$ cat src/rtl/wp_guard_pkg.sv
package wp_guard_pkg;
  typedef enum logic [2:0] {
    SQ_IDLE,
    SQ_G1,
    SQ_G2,
    SQ_G3,
    SQ_G4,
    SQ_G5
  } sq_e;
endpackage

$ cat src/rtl/wp_seq_match.sv
module wp_seq_match
  import wp_guard_pkg::*;
#(
  parameter int AW = 17,
  parameter int DW = 8,
  parameter logic [AW-1:0] LO_ADDR = 17'h05555,
  parameter logic [AW-1:0] HI_ADDR = 17'h02AAA,
  parameter logic [DW-1:0] K_FIRST = 8'hAA,
  parameter logic [DW-1:0] K_SECOND = 8'h55,
  parameter logic [DW-1:0] K_UNLOCK = 8'hA0,
  parameter logic [DW-1:0] K_ERASE = 8'h80,
  parameter logic [DW-1:0] K_DISABLE = 8'h20
) (
  input  logic          clk,
  input  logic          rst_n,
  input  logic          acc,
  input  logic [AW-1:0] addr,
  input  logic [DW-1:0] data,
  output logic          is_cmd,
  output logic          unlock_hit,
  output logic          disable_hit
);
  sq_e st_q, st_d;
  logic lo_first, hi_second, lo_unl, lo_era, lo_dis, stepped;

  assign lo_first  = (addr == LO_ADDR) && (data == K_FIRST);
  assign hi_second = (addr == HI_ADDR) && (data == K_SECOND);
  assign lo_unl    = (addr == LO_ADDR) && (data == K_UNLOCK);
  assign lo_era    = (addr == LO_ADDR) && (data == K_ERASE);
  assign lo_dis    = (addr == LO_ADDR) && (data == K_DISABLE);

  always_comb begin
    st_d        = SQ_IDLE;
    stepped     = 1'b0;
    unlock_hit  = 1'b0;
    disable_hit = 1'b0;
    case (st_q)
      SQ_G1: if (hi_second) begin st_d = SQ_G2; stepped = 1'b1; end
      SQ_G2: begin
        if (lo_unl) begin
          st_d = SQ_IDLE; stepped = 1'b1; unlock_hit = 1'b1;
        end else if (lo_era) begin
          st_d = SQ_G3; stepped = 1'b1;
        end
      end
      SQ_G3: if (lo_first) begin st_d = SQ_G4; stepped = 1'b1; end
      SQ_G4: if (hi_second) begin st_d = SQ_G5; stepped = 1'b1; end
      SQ_G5: if (lo_dis) begin
        st_d = SQ_IDLE; stepped = 1'b1; disable_hit = 1'b1;
      end
      default: ;
    endcase
    // unmatched write: restart on a first step, otherwise fall back to idle
    if (!stepped && lo_first) begin
      st_d    = SQ_G1;
      stepped = 1'b1;
    end
    is_cmd = stepped;
  end

  always_ff @(posedge clk) begin
    if (!rst_n) st_q <= SQ_IDLE;
    else if (acc) st_q <= st_d;
  end

  p_idle_after_hit_r6: assert property (@(posedge clk) disable iff (!rst_n)
    (acc && (unlock_hit || disable_hit)) |=> (st_q == SQ_IDLE));
  p_hold_without_accept_r8: assert property (@(posedge clk) disable iff (!rst_n)
    !acc |=> $stable(st_q));
endmodule

$ cat src/rtl/wp_prot_state.sv
module wp_prot_state (
  input  logic clk,
  input  logic rst_n,
  input  logic tst_init,
  input  logic acc,
  input  logic unlock_hit,
  input  logic disable_hit,
  input  logic load_close,
  input  logic prog_done,
  output logic prot_on,
  output logic sess_open
);
  logic prot_q, pend_en_q, pend_dis_q, sess_q;

  // protection flag: deliberately outside the normal reset
  always_ff @(posedge clk) begin
    if (tst_init) prot_q <= 1'b0;
    else if (prog_done && pend_dis_q) prot_q <= 1'b0;
    else if (prog_done && pend_en_q) prot_q <= 1'b1;
  end

  always_ff @(posedge clk) begin
    if (!rst_n || tst_init) begin
      pend_en_q  <= 1'b0;
      pend_dis_q <= 1'b0;
    end else begin
      if (prog_done) begin
        pend_en_q  <= 1'b0;
        pend_dis_q <= 1'b0;
      end
      if (acc && unlock_hit && !prot_q) pend_en_q <= 1'b1;
      if (acc && disable_hit) begin
        pend_dis_q <= 1'b1;
        pend_en_q  <= 1'b0;
      end
    end
  end

  always_ff @(posedge clk) begin
    if (!rst_n) sess_q <= 1'b0;
    else if (acc && (unlock_hit || disable_hit)) sess_q <= 1'b1;
    else if (load_close) sess_q <= 1'b0;
  end

  assign prot_on   = prot_q;
  assign sess_open = sess_q;

  p_prot_moves_at_end_r10: assert property (@(posedge clk) disable iff (!rst_n)
    (prot_q != $past(prot_q)) |-> $past(prog_done || tst_init));
  p_disable_clears_r5: assert property (@(posedge clk) disable iff (!rst_n || tst_init)
    (pend_dis_q && prog_done) |=> !prot_q);
endmodule

$ cat src/rtl/wp_guard.sv
module wp_guard #(
  parameter int AW = 17,
  parameter int DW = 8
) (
  input  logic          clk,
  input  logic          rst_n,
  input  logic          tst_init,
  input  logic          in_valid,
  output logic          in_ready,
  input  logic [AW-1:0] in_addr,
  input  logic [DW-1:0] in_data,
  output logic          out_valid,
  input  logic          out_ready,
  output logic [AW-1:0] out_addr,
  output logic [DW-1:0] out_data,
  input  logic          load_close,
  input  logic          prog_done,
  output logic          prot_on,
  output logic          dummy_req
);
  logic seq_cmd, unl_hit, dis_hit, sess_open, blocked, acc;

  wp_seq_match #(.AW(AW), .DW(DW)) u_match (
    .clk(clk), .rst_n(rst_n), .acc(acc), .addr(in_addr), .data(in_data),
    .is_cmd(seq_cmd), .unlock_hit(unl_hit), .disable_hit(dis_hit)
  );

  wp_prot_state u_state (
    .clk(clk), .rst_n(rst_n), .tst_init(tst_init), .acc(acc),
    .unlock_hit(unl_hit), .disable_hit(dis_hit), .load_close(load_close),
    .prog_done(prog_done), .prot_on(prot_on), .sess_open(sess_open)
  );

  // commands and blocked writes are absorbed here; data waits on the sink
  assign blocked   = !seq_cmd && prot_on && !sess_open;
  assign in_ready  = (seq_cmd || blocked) ? 1'b1 : out_ready;
  assign acc       = in_valid && in_ready;
  assign out_valid = in_valid && !seq_cmd && !blocked;
  assign out_addr  = in_addr;
  assign out_data  = in_data;
  assign dummy_req = acc && (blocked || (seq_cmd && (unl_hit || dis_hit)));

  p_cmd_never_stored_r2: assert property (@(posedge clk) disable iff (!rst_n)
    out_valid |-> !seq_cmd);
  p_locked_no_store_r3: assert property (@(posedge clk) disable iff (!rst_n)
    out_valid |-> !(prot_on && !sess_open));
  p_dummy_on_accept_r9: assert property (@(posedge clk) disable iff (!rst_n)
    dummy_req |-> (in_valid && in_ready && !out_valid));
endmodule

$ cat config.mk
export PLATFORM = sky130hd
export DESIGN_NAME = wp_guard
export DESIGN_NICKNAME = d
export VERILOG_FILES = /design/src/rtl/wp_guard_pkg.sv /design/src/rtl/wp_seq_match.sv /design/src/rtl/wp_prot_state.sv /design/src/rtl/wp_guard.sv
export SDC_FILE = /design/constraint.sdc
export NUM_CORES = 1
export LEC_CHECK = 0
export ABC_AREA = 1
export BUFFER_PORTS_ARGS = -buffer_cell sky130_fd_sc_hd__buf_2
export CAP_MARGIN = 20
export CORE_MARGIN = 8
export CORE_UTILIZATION = 43
export DETAILED_ROUTE_END_ITERATION = 6
export GPL_ROUTABILITY_DRIVEN = 0
export PLACE_DENSITY = 0.77
export SLEW_MARGIN = 10
export SYNTH_ARGS = -nofsm -noshare
export SYNTH_HDL_FRONTEND = slang
export SYNTH_SLANG_ARGS = --single-unit
export TNS_END_PERCENT = 20
$ cat constraint.sdc
create_clock -name clk -period 1.8 [get_ports clk]
set_input_delay 0.18 -clock clk [delete_from_list [all_inputs] [get_ports clk]]
set_output_delay 0.18 -clock clk [all_outputs]
set_load 0.005 [all_outputs]
==> reports/qor.csv <==
metric;value;unit
status;finished, final reports clean;
Mapped Cells;178;
DIE WIDTH;67.94;microns
die height;67.94;microns
Synth top cells by count;nand2_1 (35), buf_4 (25), inv_1 (25), nor2_1 (23), nand3_2 (8);
busiest grt layer;met2;
initial antenna violation count;0;
final worst-path cycle share;98.69;%
first-pass GRT wire length;4.291;mm
largest stage delay on the critical path;0.34;ns
Crit Path Max Fanout;4;
area grow syn2layout;19.63;%
clock buffer depth;2;
top-area cell type share of the netlist area;16.18;%
met3 Usage GRT;2.946;%
peak supply drop;0.4882;mV
dominant synthesized flop cell;dfxtp_1;
Synth cell types;29;
DRC violations left;0;
CP most frequent cell;nor2_2;
worst hold slack;0.1082;ns
Starting Density;43.56;%
Slew @ Worst Pin;0.4429;ns
Critical Path RT;1.62;ns
met1 Use GR;13.70;%
Pleak;0.7340;nW
vias;1149;
critical path class;flip-flop to output pin;
Final ANT Viol Nets;0;
Top delay family on crit path;simple AND/OR/NAND/NOR gates;
hold path depth;2;
syn_area_per_cell;6.516;sq um
Clock Skew;0.003456;ns
Buf/Inv on CP;2;
asr flop ratio synth;0;%
Skew-Pair Late Insertion Delay;0.25;ns
Initial DRC Count;39;
dpl ws;0.2197;ns
power consumption;477.7;uW
Register-to-Register Path Depth;14;
htree depth;1;
area of placed instances;1291;sq um
Crit. End Element;output pin;
Synth warnings;0;
HPWL Detailed;2.359;mm
fin crit period;1.776;ns
Seq/Total Area, Yosys;12.08;%
Hold WC Path Type;primary input to flip-flop;
post-layout util;52.11;%
# diodes;0;
fmax;562.9;MHz
leading area contributor after synthesis;buf_4;
GRT Util Overall;11.23;%
Synth Net Count;210;
final setup vio count;0;
Synth area leaders;buf_4 (16%), dfxtp_1 (12%), nand2_1 (11%);
TNS Setup;0;ns
Fin. Hold Viols;0;
Pwr Density;344.3;nW/um^2
#FFs+latches synth;7;
Worst path slowest cell;dfxtp_2;
Cells after DPL;242;
port bufs;60;
Critical Path Stages;10;
Critical Path, Cell by Cell;inv_2 -> nand2_2 -> nor2_2 -> nand2_1 -> nor2_2 -> nand3_2 -> nand3_4 -> nor3_2 -> o211a_1 -> buf_2;
row cnt;19;
global-route track usage on met2;20.40;%
count leader, synth;nand2_1;
core area;2663;sq um
RSZ-0062 raised after global routing;yes;
Critical Path AT;1.60;ns
clock slew at reported path FFs;0.05;ns
Via density;4.596;
clock buffer count from CTS;3;
number of synthesized flops with an enable pin;0;
final setup margin;0.02354;ns
maxcap violations;0;
# clock sinks;7;
TritonCTS clock tree;yes;
I/O pin cnt;61;
Final Max Slew Viols;0;
slew margin rel.;70.20;%
die area;4615;sq um
total gr overflow;0;
Final nets;252;
share of layout cells above drive strength 1;51.14;%
Routed wire per std cell;11.00;microns
Startpoint Class;flip-flop;
WL final;2.751;mm
first drt pass iteration count;4;
clk root buf;clkbuf_4;
cell area after layout;1388;sq um
Syn Std Cell Area;1160;sq um
largest net degree at the start of global routing;13;
final cell count without fillers;250;
vias in the first global route;1053;
-- cell usage in the layout, fill, tap and decap left out, types with 2 or more instances in the layout --
master	count
nand3_4	2
inv_2	5
nand4_1	3
o21ai_0	3
nand3_2	9
nor2_2	6
nand3_1	5
nand3b_4	2
nand3b_1	2
buf_2	59
buf_4	3
dfxtp_2	3
a21oi_1	4
clkbuf_4	3
nand2_2	5
nor2_1	22
nand2_1	33
nor4_1	4
dfxtp_1	4
inv_1	24
nor2_4	5
nand3b_2	2
-- final cells by class --
class,instances,area (sq um)
inverters,29,108.9
repair buffers,64,344.1
clock buffers,4,26.28
multi-input cells,115,725.7
well taps,31,38.79
fillers,283,1275
flip-flops and latches,7,143.9
-- metal layers --
layer / up-vias / share of wire [%]
met5: - / 0
met3: 0 / 7.0
met4: 0 / 0
met1: 498 / 40
met2: 31 / 52
li1: 620 / -
-- power breakdown --
group / internal, mW / total, mW / switching, mW
logic: 0.0776 / 0.176 / 0.0983
clock network: 0.0843 / 0.137 / 0.0528
registers: 0.160 / 0.165 / 0.00468
-- sequential cells by signal, indices dropped and copies added (netlist names) --
register            cells
u_state.pend_dis_q      1
u_state.prot_on         1
u_match.st_q            3
u_state.sess_open       1
u_state.pend_en_q       1
-- worst paths after layout --
| check | from | end | slack (ns) |
|---|---|---|---|
| max | u_match.st_q[2]$_SDFFE_PN0P_ | dummy_req | 0.02 |
| min | tst_init | u_state.prot_on$_SDFFE_PP0P_ | 0.11 |
| max reg2reg | u_match.st_q[2]$_SDFFE_PN0P_ | u_match.st_q[0]$_SDFFE_PN0P_ | 0.10 |
| min reg2reg | u_state.pend_dis_q$_SDFFE_PP0P_ | u_state.prot_on$_SDFFE_PP0P_ | 0.45 |
-- what timing repair did --
| item | in CTS | in global routing |
|---|---|---|
| hold buffers | 0 | 0 |
| buffers inserted | 1 | 3 |
| setup endpoints to repair | 2 | 2 |
| pin swaps | 0 | 5 |
| resized for setup | 1 | 12 |
-- logic make-up (layout without fill, tap and decap cells) --
kind of cell / Yosys count / in the layout / share of synthesized area (%)
simple gates: 104 / 104 / 54.37
compound gates: 11 / 11 / 6.257
buf+inv: 56 / 97 / 27.29
flops: 7 / 7 / 12.08
-- worst register-to-register path: cells and delay by family (launching register included) --
family                 cells  cell delay, ns
buffers and inverters      3            0.34
flip-flops                 1            0.34
AND/OR/NAND/NOR           11            0.89
(Power assumes the default switching activity.)
